--- config.mk ---
export PLATFORM = sky130hd
export DESIGN_NAME = prescaled_interval_timer
export DESIGN_NICKNAME = d
export VERILOG_FILES = /design/src/rtl/pit_pkg.sv /design/src/rtl/pit_prescaler.sv /design/src/rtl/pit_counter.sv /design/src/rtl/pit_regs.sv /design/src/rtl/prescaled_interval_timer.sv
export SDC_FILE = /design/constraint.sdc
export NUM_CORES = 1
export LEC_CHECK = 0
export ABC_AREA = 1
export BUFFER_PORTS_ARGS = -buffer_cell sky130_fd_sc_hd__clkbuf_2
export CAP_MARGIN = 20
export CELL_PAD_IN_SITES_DETAIL_PLACEMENT = 1
export CELL_PAD_IN_SITES_GLOBAL_PLACEMENT = 1
export CORE_MARGIN = 2
export CORE_UTILIZATION = 38
export CTS_CLUSTER_SIZE = 40
export DETAILED_ROUTE_END_ITERATION = 10
export MAX_ROUTING_LAYER = met4
export PLACE_DENSITY_LB_ADDON = 0.1
export SYNTH_ARGS = -nofsm -noshare
export SYNTH_HDL_FRONTEND = slang
export SYNTH_SLANG_ARGS = --single-unit
--- constraint.sdc ---
create_clock -name clk -period 2 [get_ports clk]
set_input_delay 0 -clock clk [delete_from_list [all_inputs] [get_ports clk]]
set_output_delay 0 -clock clk [all_outputs]
set_load 0.02 [all_outputs]
--- src/rtl/pit_pkg.sv ---
// Package: shared widths and register addresses for the interval timer.
// Assumes a 2-bit register address space and 8-bit data.
package pit_pkg;
    localparam int DATA_W   = 8;
    localparam int ADDR_W   = 2;
    localparam int NUM_TAPS = 8;
    localparam int SEL_W    = $clog2(NUM_TAPS);

    localparam logic [ADDR_W-1:0] ADDR_MODE = 2'd0;
    localparam logic [ADDR_W-1:0] ADDR_CNT  = 2'd1;
    localparam logic [ADDR_W-1:0] ADDR_CTRL = 2'd2;
    localparam logic [ADDR_W-1:0] ADDR_OSEL = 2'd3;

    localparam int CTRL_FLAG_BIT = 0;
    localparam int CTRL_IEN_BIT  = 1;
    localparam int MODE_CTL_BIT  = SEL_W;

    typedef struct packed {
        logic             halt;
        logic [SEL_W-1:0] tap_sel;
    } mode_t;
endpackage

--- src/rtl/pit_prescaler.sv ---
// Prescaler: a free-running divider. Tap n gives a one-cycle pulse every
// 2^(n+1) clocks, and one tap is selected at run time.
// Assumes that sel changes only at clock edges and that its new value is used from the next edge on.
module pit_prescaler #(
    parameter int TAPS  = 8,
    localparam int SW   = (TAPS > 1) ? $clog2(TAPS) : 1
) (
    input  logic          clk,
    input  logic          rst_n,
    input  logic [SW-1:0] sel,
    output logic          tap_pulse
);
    logic [TAPS-1:0] div_q;
    logic [TAPS-1:0] tap_en;

    // Divider count, free running from zero after reset.
    always_ff @(posedge clk) begin
        if (!rst_n) div_q <= '0;
        else        div_q <= div_q + 1'b1;
    end

    // Tap n fires when the low n+1 divider bits are all ones.
    for (genvar n = 0; n < TAPS; n++) begin : g_tap
        assign tap_en[n] = &div_q[n:0];
        if (n > 0) begin : g_nest
            // A slower tap fires only when every faster tap fires.
            assert_tap_nested_R2: assert property (@(posedge clk) disable iff (!rst_n)
                tap_en[n] |-> tap_en[n-1]);
        end
    end

    // Selected tap drives the timer.
    always_comb tap_pulse = tap_en[sel];

    // Pulses last one cycle.
    assert_pulse_single_R2: assert property (@(posedge clk) disable iff (!rst_n)
        tap_en[0] |=> !tap_en[0]);
endmodule

--- src/rtl/pit_counter.sv ---
// Counter core: the 8-bit up-counter, the sticky overflow flag and the
// divided clock square wave.
// Assumes tap_pulse is one cycle wide. An overflow beats a clear on the same edge.
module pit_counter #(
    parameter int W = 8
) (
    input  logic         clk,
    input  logic         rst_n,
    input  logic         tap_pulse,
    input  logic         halt,
    input  logic         flag_clr,
    output logic [W-1:0] cnt,
    output logic         flag,
    output logic         tclk
);
    logic step;
    logic wrap;

    always_comb step = tap_pulse && !halt;
    always_comb wrap = step && (&cnt);

    // Count register: wraps naturally from all ones to zero.
    always_ff @(posedge clk) begin
        if (!rst_n)    cnt <= '0;
        else if (step) cnt <= cnt + 1'b1;
    end

    // Sticky request flag: overflow sets it and has priority over a clear.
    always_ff @(posedge clk) begin
        if (!rst_n)        flag <= 1'b0;
        else if (wrap)     flag <= 1'b1;
        else if (flag_clr) flag <= 1'b0;
    end

    // Divided clock output: toggles on every selected tap pulse.
    always_ff @(posedge clk) begin
        if (!rst_n)         tclk <= 1'b0;
        else if (tap_pulse) tclk <= !tclk;
    end

    assert_cnt_step_R2: assert property (@(posedge clk) disable iff (!rst_n)
        step |=> cnt == W'($past(cnt) + 1'b1));
    assert_cnt_hold_R8: assert property (@(posedge clk) disable iff (!rst_n)
        !step |=> $stable(cnt));
    assert_wrap_flag_R3: assert property (@(posedge clk) disable iff (!rst_n)
        (step && cnt == '1) |=> (flag && cnt == '0));
    assert_ovf_beats_clr_R5: assert property (@(posedge clk) disable iff (!rst_n)
        (wrap && flag_clr) |=> flag);
    assert_flag_sticky_R4: assert property (@(posedge clk) disable iff (!rst_n)
        (flag && !flag_clr) |=> flag);
endmodule

--- src/rtl/pit_regs.sv ---
// Register file: holds the mode, the interrupt enable and the output select,
// decodes writes, muxes reads and raises the flag-clear request.
// Assumes single-cycle writes and combinational reads.
module pit_regs
    import pit_pkg::*;
(
    input  logic              clk,
    input  logic              rst_n,
    input  logic [ADDR_W-1:0] addr,
    input  logic              wr,
    input  logic [DATA_W-1:0] wdata,
    output logic [DATA_W-1:0] rdata,
    input  logic [DATA_W-1:0] cnt,
    input  logic              flag,
    output mode_t             mode,
    output logic              ien,
    output logic              osel,
    output logic              flag_clr
);
    localparam int MODE_W = SEL_W + 1;

    // Mode register: the tap select and the mode control bit.
    always_ff @(posedge clk) begin
        if (!rst_n)                       mode <= '0;
        else if (wr && addr == ADDR_MODE) mode <= mode_t'(wdata[MODE_W-1:0]);
    end

    // Interrupt enable bit in the control register.
    always_ff @(posedge clk) begin
        if (!rst_n)                       ien <= 1'b0;
        else if (wr && addr == ADDR_CTRL) ien <= wdata[CTRL_IEN_BIT];
    end

    // Pin select bit. The other bits of the register are not stored.
    always_ff @(posedge clk) begin
        if (!rst_n)                       osel <= 1'b0;
        else if (wr && addr == ADDR_OSEL) osel <= wdata[0];
    end

    // Clear request: a control write with a zero in the flag bit.
    always_comb flag_clr = wr && (addr == ADDR_CTRL) && !wdata[CTRL_FLAG_BIT];

    // Read mux. Reserved output-select bits read as ones.
    always_comb begin
        rdata = '0;
        unique case (addr)
            ADDR_MODE: rdata[MODE_W-1:0] = mode;
            ADDR_CNT:  rdata = cnt;
            ADDR_CTRL: begin
                rdata[CTRL_FLAG_BIT] = flag;
                rdata[CTRL_IEN_BIT]  = ien;
            end
            default:   rdata = {{(DATA_W-1){1'b1}}, osel};
        endcase
    end

    assert_osel_reserved_R9: assert property (@(posedge clk) disable iff (!rst_n)
        (addr == ADDR_OSEL) |-> (rdata[DATA_W-1:1] == '1));
    assert_cnt_readonly_R11: assert property (@(posedge clk) disable iff (!rst_n)
        (wr && addr == ADDR_CNT) |=> $stable(mode) && $stable(ien) && $stable(osel));
endmodule

--- src/rtl/prescaled_interval_timer.sv ---
// Top level: joins the prescaler, the counter core and the register file,
// gates the interrupt and steers the output pin.
// Assumes that watch_clk is a slow clock supplied from outside and only passed through.
module prescaled_interval_timer
    import pit_pkg::*;
(
    input  logic              clk,
    input  logic              rst_n,
    input  logic [ADDR_W-1:0] bus_addr,
    input  logic              bus_wr,
    input  logic [DATA_W-1:0] bus_wdata,
    output logic [DATA_W-1:0] bus_rdata,
    input  logic              watch_clk,
    output logic              ovf_flag,
    output logic              irq,
    output logic              clk_out_pin
);
    mode_t             mode;
    logic              ien;
    logic              osel;
    logic              flag_clr;
    logic              tap_pulse;
    logic [DATA_W-1:0] cnt;
    logic              tclk;

    pit_regs u_regs (
        .clk(clk), .rst_n(rst_n), .addr(bus_addr), .wr(bus_wr), .wdata(bus_wdata),
        .rdata(bus_rdata), .cnt(cnt), .flag(ovf_flag), .mode(mode), .ien(ien),
        .osel(osel), .flag_clr(flag_clr)
    );

    pit_prescaler #(.TAPS(NUM_TAPS)) u_pre (
        .clk(clk), .rst_n(rst_n), .sel(mode.tap_sel), .tap_pulse(tap_pulse)
    );

    pit_counter #(.W(DATA_W)) u_core (
        .clk(clk), .rst_n(rst_n), .tap_pulse(tap_pulse), .halt(mode.halt),
        .flag_clr(flag_clr), .cnt(cnt), .flag(ovf_flag), .tclk(tclk)
    );

    // Interrupt gate: the flag reaches irq only when enabled.
    always_comb irq = ovf_flag && ien;

    // Pin steering between the divided clock and the watch clock.
    always_comb clk_out_pin = osel ? watch_clk : tclk;

    assert_irq_needs_flag_R6: assert property (@(posedge clk) disable iff (!rst_n)
        irq |-> ovf_flag);
    assert_pin_timer_R10: assert property (@(posedge clk) disable iff (!rst_n)
        (!osel && !tap_pulse) |=> $stable(tclk));
endmodule

Word level (Yosys, flattened, before mapping)

Index checks and enable logic that the tools add are counted.
Widths: inputs -> output; s select.

Add/sub/neg operators: 2
Order comparisons: 1
Equal/unequal tests: 3
Muxes and demuxes: 8
Reductions and logical operators: 21

Operator list:

| cell                | number |
|---|---|
| $add 8x1->8 const B | 2 |
| $reduce_and 8->1    | 2 |
| $pmux 2 s3          | 2 |
| $pmux 4 s2          | 1 |
| $logic_and 1x1->1   | 7 |
| $reduce_and 7->1    | 1 |
| $reduce_and 6->1    | 1 |
| $reduce_and 5->1    | 1 |
| $eq 2x2->1 const B  | 2 |
| $lt 3x4->1 const B  | 1 |
| $mux 1              | 4 |
| $reduce_and 4->1    | 1 |
| $bmux 1 s3          | 1 |
| $logic_not 1->1     | 3 |
| $reduce_and 3->1    | 1 |
| $eq 2x1->1 const B  | 1 |
| $logic_not 2->1     | 1 |
| $reduce_and 2->1    | 1 |
| $reduce_bool 2->1   | 1 |
| $reduce_or 2->1     | 1 |

Register bits: 24
Bits of input ports: 14
Output and inout port bits: 11
Logic and storage cells: 43

Depth between registers and ports, before layout

Word-level depth: 6
Depth in mapped cells: 12
Mapped depth without buffers: 12

Hierarchy

From an unflattened synthesis, not the netlist that was laid out.

Cell total of the unflattened synthesis: 208
Area total of the unflattened synthesis: 1328.8 µm²

By module, submodules not included:

| module                   | times used | cells an instance | area an instance (µm²) | seq. area each (µm²) |
|---|---|---|---|---|
| pit_counter              | 1          | 69                | 460.4                  | 200.2 |
| pit_prescaler            | 1          | 64                | 430.4                  | 160.2 |
| pit_regs                 | 1          | 69                | 415.4                  | 120.1 |
| prescaled_interval_timer | 1          | 6                 | 22.5                   | 0.0 |

Worst setup path before layout

No wires, ideal clock.

Path type: reg2reg
Start point: reg u_pre.div_q[0]
End point: reg u_core.cnt[0]
Library setup time: 0.113 ns
Arrival time: 1.512 ns
Data required time: 1.887 ns
Slack: 0.375 ns
Stages on the path, launching flop included: 13
Path buffers: 0
Period minus slack after synthesis: 1.625 ns
Path through: dfxtp_1 -> ha_1 -> nand2_2 -> nor2_8 -> ha_1 -> a21oi_2 -> nand2_1 -> nand3_2 -> nand2_4 -> nand2_4 -> clkinv_2 -> nor2_1 -> nor2_1

Cells in the longest elaborated chain, start to end: 4
Elaborated cells between the ends (all ways): 10
Classes of those cells: mux (2); reduce/logical (8)

RTL lines:

| item                                           | RTL line            | RTL |
|---|---|---|
| start: declaration                             | pit_prescaler.sv:13 | `logic [TAPS-1:0] div_q;` |
| start signal: assignment                       | pit_prescaler.sv:19 | `else div_q <= div_q + 1'b1;` |
| $reduce_and 8->1, or another cell as far along | pit_prescaler.sv:24 | `assign tap_en[n] = &div_q[n:0];` |
| $bmux 1 s3 *                                   | pit_prescaler.sv:33 | `always_comb tap_pulse = tap_en[sel];` |
| $mux 1 (implied by the code) *                 | pit_prescaler.sv:33 |  |
| $logic_and 1x1->1 *                            | pit_counter.sv:19   | `always_comb step = tap_pulse && !halt;` |
| end signal: assignment                         | pit_counter.sv:25   | `else if (step) cnt <= cnt + 1'b1;` |
| end: declaration                               | pit_counter.sv:12   | `output logic [W-1:0] cnt,` |

Mark *: on every way between the ends. The rest lies on a longest branch, timed or not. The select of a mux whose other input is x is not followed.
A chain may end at the register's enable or synchronous reset.

Worst setup path in the final report

Ends and elaborated chain as after synthesis.

==> insert_results.sql <==
INSERT INTO impl_metrics (metric_group, metric, value, unit) VALUES
('run_status', 'outcome', 'complete, no violations', ''),
('logic_synthesis', 'synth.ff_latch_count', '24', ''),
('sta', 'slew-limit-headroom', '77.0', '%'),
('routing', 'wl_per_cell', '12.7', 'microns'),
('power', 'cell_internal_pwr', '0.623', 'mW'),
('sta', 'rsz0062_at_grt', 'no', ''),
('global_route', 'grt_use_total', '18.5', '%'),
('clock_network', 'ctsLongestPathBuffers', '2', ''),
('layout', 'layout.nets', '224', ''),
('sta', 'final.setup.tns', '0', 'ns'),
('logic_synthesis', 'ys.warnings.count', '0', ''),
('worst_setup_path', 'crit_path_max_fanout', '10', ''),
('die', 'dieWidth', '62.0', 'microns'),
('logic_synthesis', 'instance_count_of_the_mapped_netlist', '179', ''),
('clock_network', 'cts.hold.buffers_added', '3', ''),
('min_path', 'min_path_cells', '3', ''),
('power', 'power.leakage', '0.657', 'nW'),
('die', 'coreArea', '3280', 'sq um'),
('routing', 'drc', '0', ''),
('sta', 'worst_clock_skew_on_the_final_layout', '0.00279', 'ns'),
('sta', 'timing_worst_slew_pin_value', '0.342', 'ns'),
('min_path', 'worstHoldPathType', 'primary input to register', ''),
('worst_setup_path', 'max_stage_delay', '0.36', 'ns'),
('worst_setup_path', 'start_kind', 'register', ''),
('global_route', 'grt_max_degree', '18', ''),
('logic_synthesis', 'synth.cell_area', '1280', 'sq um'),
('sta', 'hold_violations', '0', ''),
('worst_setup_path', 'worst-endpoint-arrival', '2.02', 'ns'),
('sta', 'drv_slew', '0', ''),
('global_route', 'grt.overflow.total', '0', ''),
('power', 'power_per_unit_of_standard_cell_area', '598', 'nW/um^2'),
('logic_synthesis', 'synthesis.nets', '197', ''),
('worst_setup_path', 'crit-reg2reg-launch', 'u_pre.div_q[0]$_SDFF_PN0_', ''),
('worst_setup_path', 'timing.reg2reg.setup_slack', '0.20', 'ns'),
('die', 'core.rowCount', '21', ''),
('routing', 'post_drt_via_cell_ratio', '4.86', ''),
('placement', 'io_buffer_count', '20', ''),
('clock_network', 'clk_pin_slew', '0.13', 'ns'),
('die', 'start_util', '38.9', '%'),
('worst_setup_path', 'endpoint_kind', 'register', ''),
('power', 'pwr-share-comb', '18.1', '%'),
('worst_setup_path', 'crit_path_cell_trace', 'ha_1, nand2_2, nor2_8, ha_1, a21oi_2, nand2_1, nand3_2, nand2_4, nand2_4, clkinv_2, nor2_1, nor2_1', ''),
('power', 'power.share.sequential', '57.9', '%'),
('layout', 'areaGrowthSynthToFinish', '16.7', '%'),
('global_route', 'first_pass_grt_wire_length', '5130', 'microns'),
('clock_network', 'clkLatencyLatePin', '0.31', 'ns'),
('layout', 'antennaDiodeCount', '0', ''),
('routing', 'drt_first_pass_iters', '4', ''),
('routing', 'vias', '1216', ''),
('sta', 'finalSetupViolCount', '0', ''),
('run', 'maxCapViolCount', '0', ''),
('clock_network', 'root_buffer', 'clkbuf_4', ''),
('clock_network', 'cts_made_buffers', '3', ''),
('global_route', 'grt_antenna_before_repair', '0', ''),
('worst_setup_path', 'worst_r2r_path_depth', '12', ''),
('power', 'power', '0.891', 'mW'),
('logic_synthesis', 'syn_area_per_cell', '7.14', 'sq um'),
('power', 'clock_power_share', '23.9', '%'),
('clock_network', 'cts.repair_timing.setup_buffer_count', '0', ''),
('sta', 'final_period_minus_worst_setup_slack', '1.80', 'ns'),
('clock_network', 'cts_tree', 'done', ''),
('worst_setup_path', 'cp_slowest_cell', 'dfxtp_1', ''),
('die', 'die_area', '3840', 'sq um'),
('power', 'p_sw_share', '30.0', '%'),
('die', 'io_pins', '25', ''),
('clock_network', 'clock-sinks', '24', ''),
('min_path', 'hold_path_end', 'u_regs.osel$_SDFFE_PN0P_', ''),
('placement', 'dp_hpwl', '2440', 'microns'),
('clock_network', 'post_cts_resize_count', '0', ''),
('clock_network', 'clock_tree.htree_level_count', '1', ''),
('worst_setup_path', 'timing.critical_path.required', '2.22', 'ns');
[Yosys cell counts, drive strengths merged]
cell type,n,area (sq um)
nor2,13,65.1
o21ai,16,80.1
a21oi,23,123
inv,30,113
ha,4,50.1
o2111ai,1,8.76
xor2,6,52.6
nand2,34,145
o221ai,2,17.5
nand4,3,18.8
a211oi,1,7.51
nor3,1,5.00
clkbuf,2,7.51
nand3,17,95.1
dfxtp,24,480
clkinv,2,8.75
[worst min-delay path: stages]
cell      delay [ns]
clkbuf_2        0.12
nand3_1         0.11
a21oi_1         0.07
[flip-flops by register name (all words and copies together), names as in the netlist]
name         flops
u_regs.mode      4
u_core.cnt       8
u_core.tclk      1
u_pre.div_q      8
u_regs.ien       1
u_core.flag      1
u_regs.osel      1
[power by group through the flow]
stage	logic (mW)	registers, mW	clock network [mW]
finish	0.161	0.516	0.213
global placement	0.149	0.526	0
global route	0.182	0.519	0.246
detailed placement	0.157	0.527	0
CTS	0.162	0.516	0.224
floorplan	0.107	0.522	0
[cell families after synthesis]
kind of cell | count (synthesis) | share of synthesized area, %
buffers and inverters | 34 | 10.1
xor gates and xnor gates | 6 | 4.11
AOI/OAI and AO/OA | 43 | 18.5
adders and majority gates | 4 | 3.92
and+or+nand+nor | 68 | 25.8
DFF | 24 | 37.6
[cell usage in the layout, fill, tap and decap left out, types with 2 or more instances in the layout]
| cell type | instances |
|---|---|
| a21oi_1 | 21 |
| a21oi_2 | 2 |
| clkbuf_2 | 20 |
| clkbuf_4 | 3 |
| dfxtp_1 | 24 |
| dlygate4sd3_1 | 4 |
| ha_1 | 4 |
| inv_1 | 29 |
| nand2_1 | 31 |
| nand2_4 | 2 |
| nand3_1 | 15 |
| nand3_2 | 2 |
| nand4_1 | 3 |
| nor2_1 | 12 |
| o21ai_0 | 14 |
| o21ai_1 | 2 |
| o221ai_1 | 2 |
| xor2_1 | 6 |
[worst max-delay path by stage]
stage                                   start                          to  slack (ns)  depth (start not counted)
floorplan           u_pre.div_q[0]$_SDFF_PN0_  u_core.cnt[0]$_SDFFE_PN0P_        0.38                         12
global placement    u_pre.div_q[0]$_SDFF_PN0_  u_core.cnt[1]$_SDFFE_PN0P_        0.25                         12
detailed placement  u_pre.div_q[0]$_SDFF_PN0_  u_core.cnt[0]$_SDFFE_PN0P_        0.20                         12
CTS                 u_pre.div_q[0]$_SDFF_PN0_  u_core.cnt[0]$_SDFFE_PN0P_        0.18                         12
global route        u_pre.div_q[0]$_SDFF_PN0_  u_core.cnt[0]$_SDFFE_PN0P_        0.02                         11
finish              u_pre.div_q[0]$_SDFF_PN0_  u_core.cnt[0]$_SDFFE_PN0P_        0.20                         12
[per-stage QoR]
stage               setup WS, ns  area (sq um)  hold WS [ns]  util (%)  cells
floorplan                  0.375          1280         0.138         -    179
global placement           0.254          1430         0.291      43.5    243
detailed placement         0.202          1430         0.299      43.5    243
CTS                        0.182          1480      0.000427      45.1    249
global route              0.0221          1490        0.0331      45.4    250
finish                     0.201          1490        0.0268      45.4    250
[area by class of cell]
class	instances	area, sq um
fill	438	1790
multi-input combinational	121	668
sequential	24	480
timing repair buffer	24	140
inverter	32	121
tap	46	57.6
clock buffer	3	22.5
[layer usage]
layer | global-route usage (%) | vias up | part of all wire (%)
li1 | - | 637 | -
met1 | 21.9 | 558 | 46
met2 | 31.8 | 16 | 51
met3 | 2.28 | 5 | 1.9
met4 | 7.29 | 0 | 1.2
met5 | - | - | 0
Power figures use the tool's default switching activity.
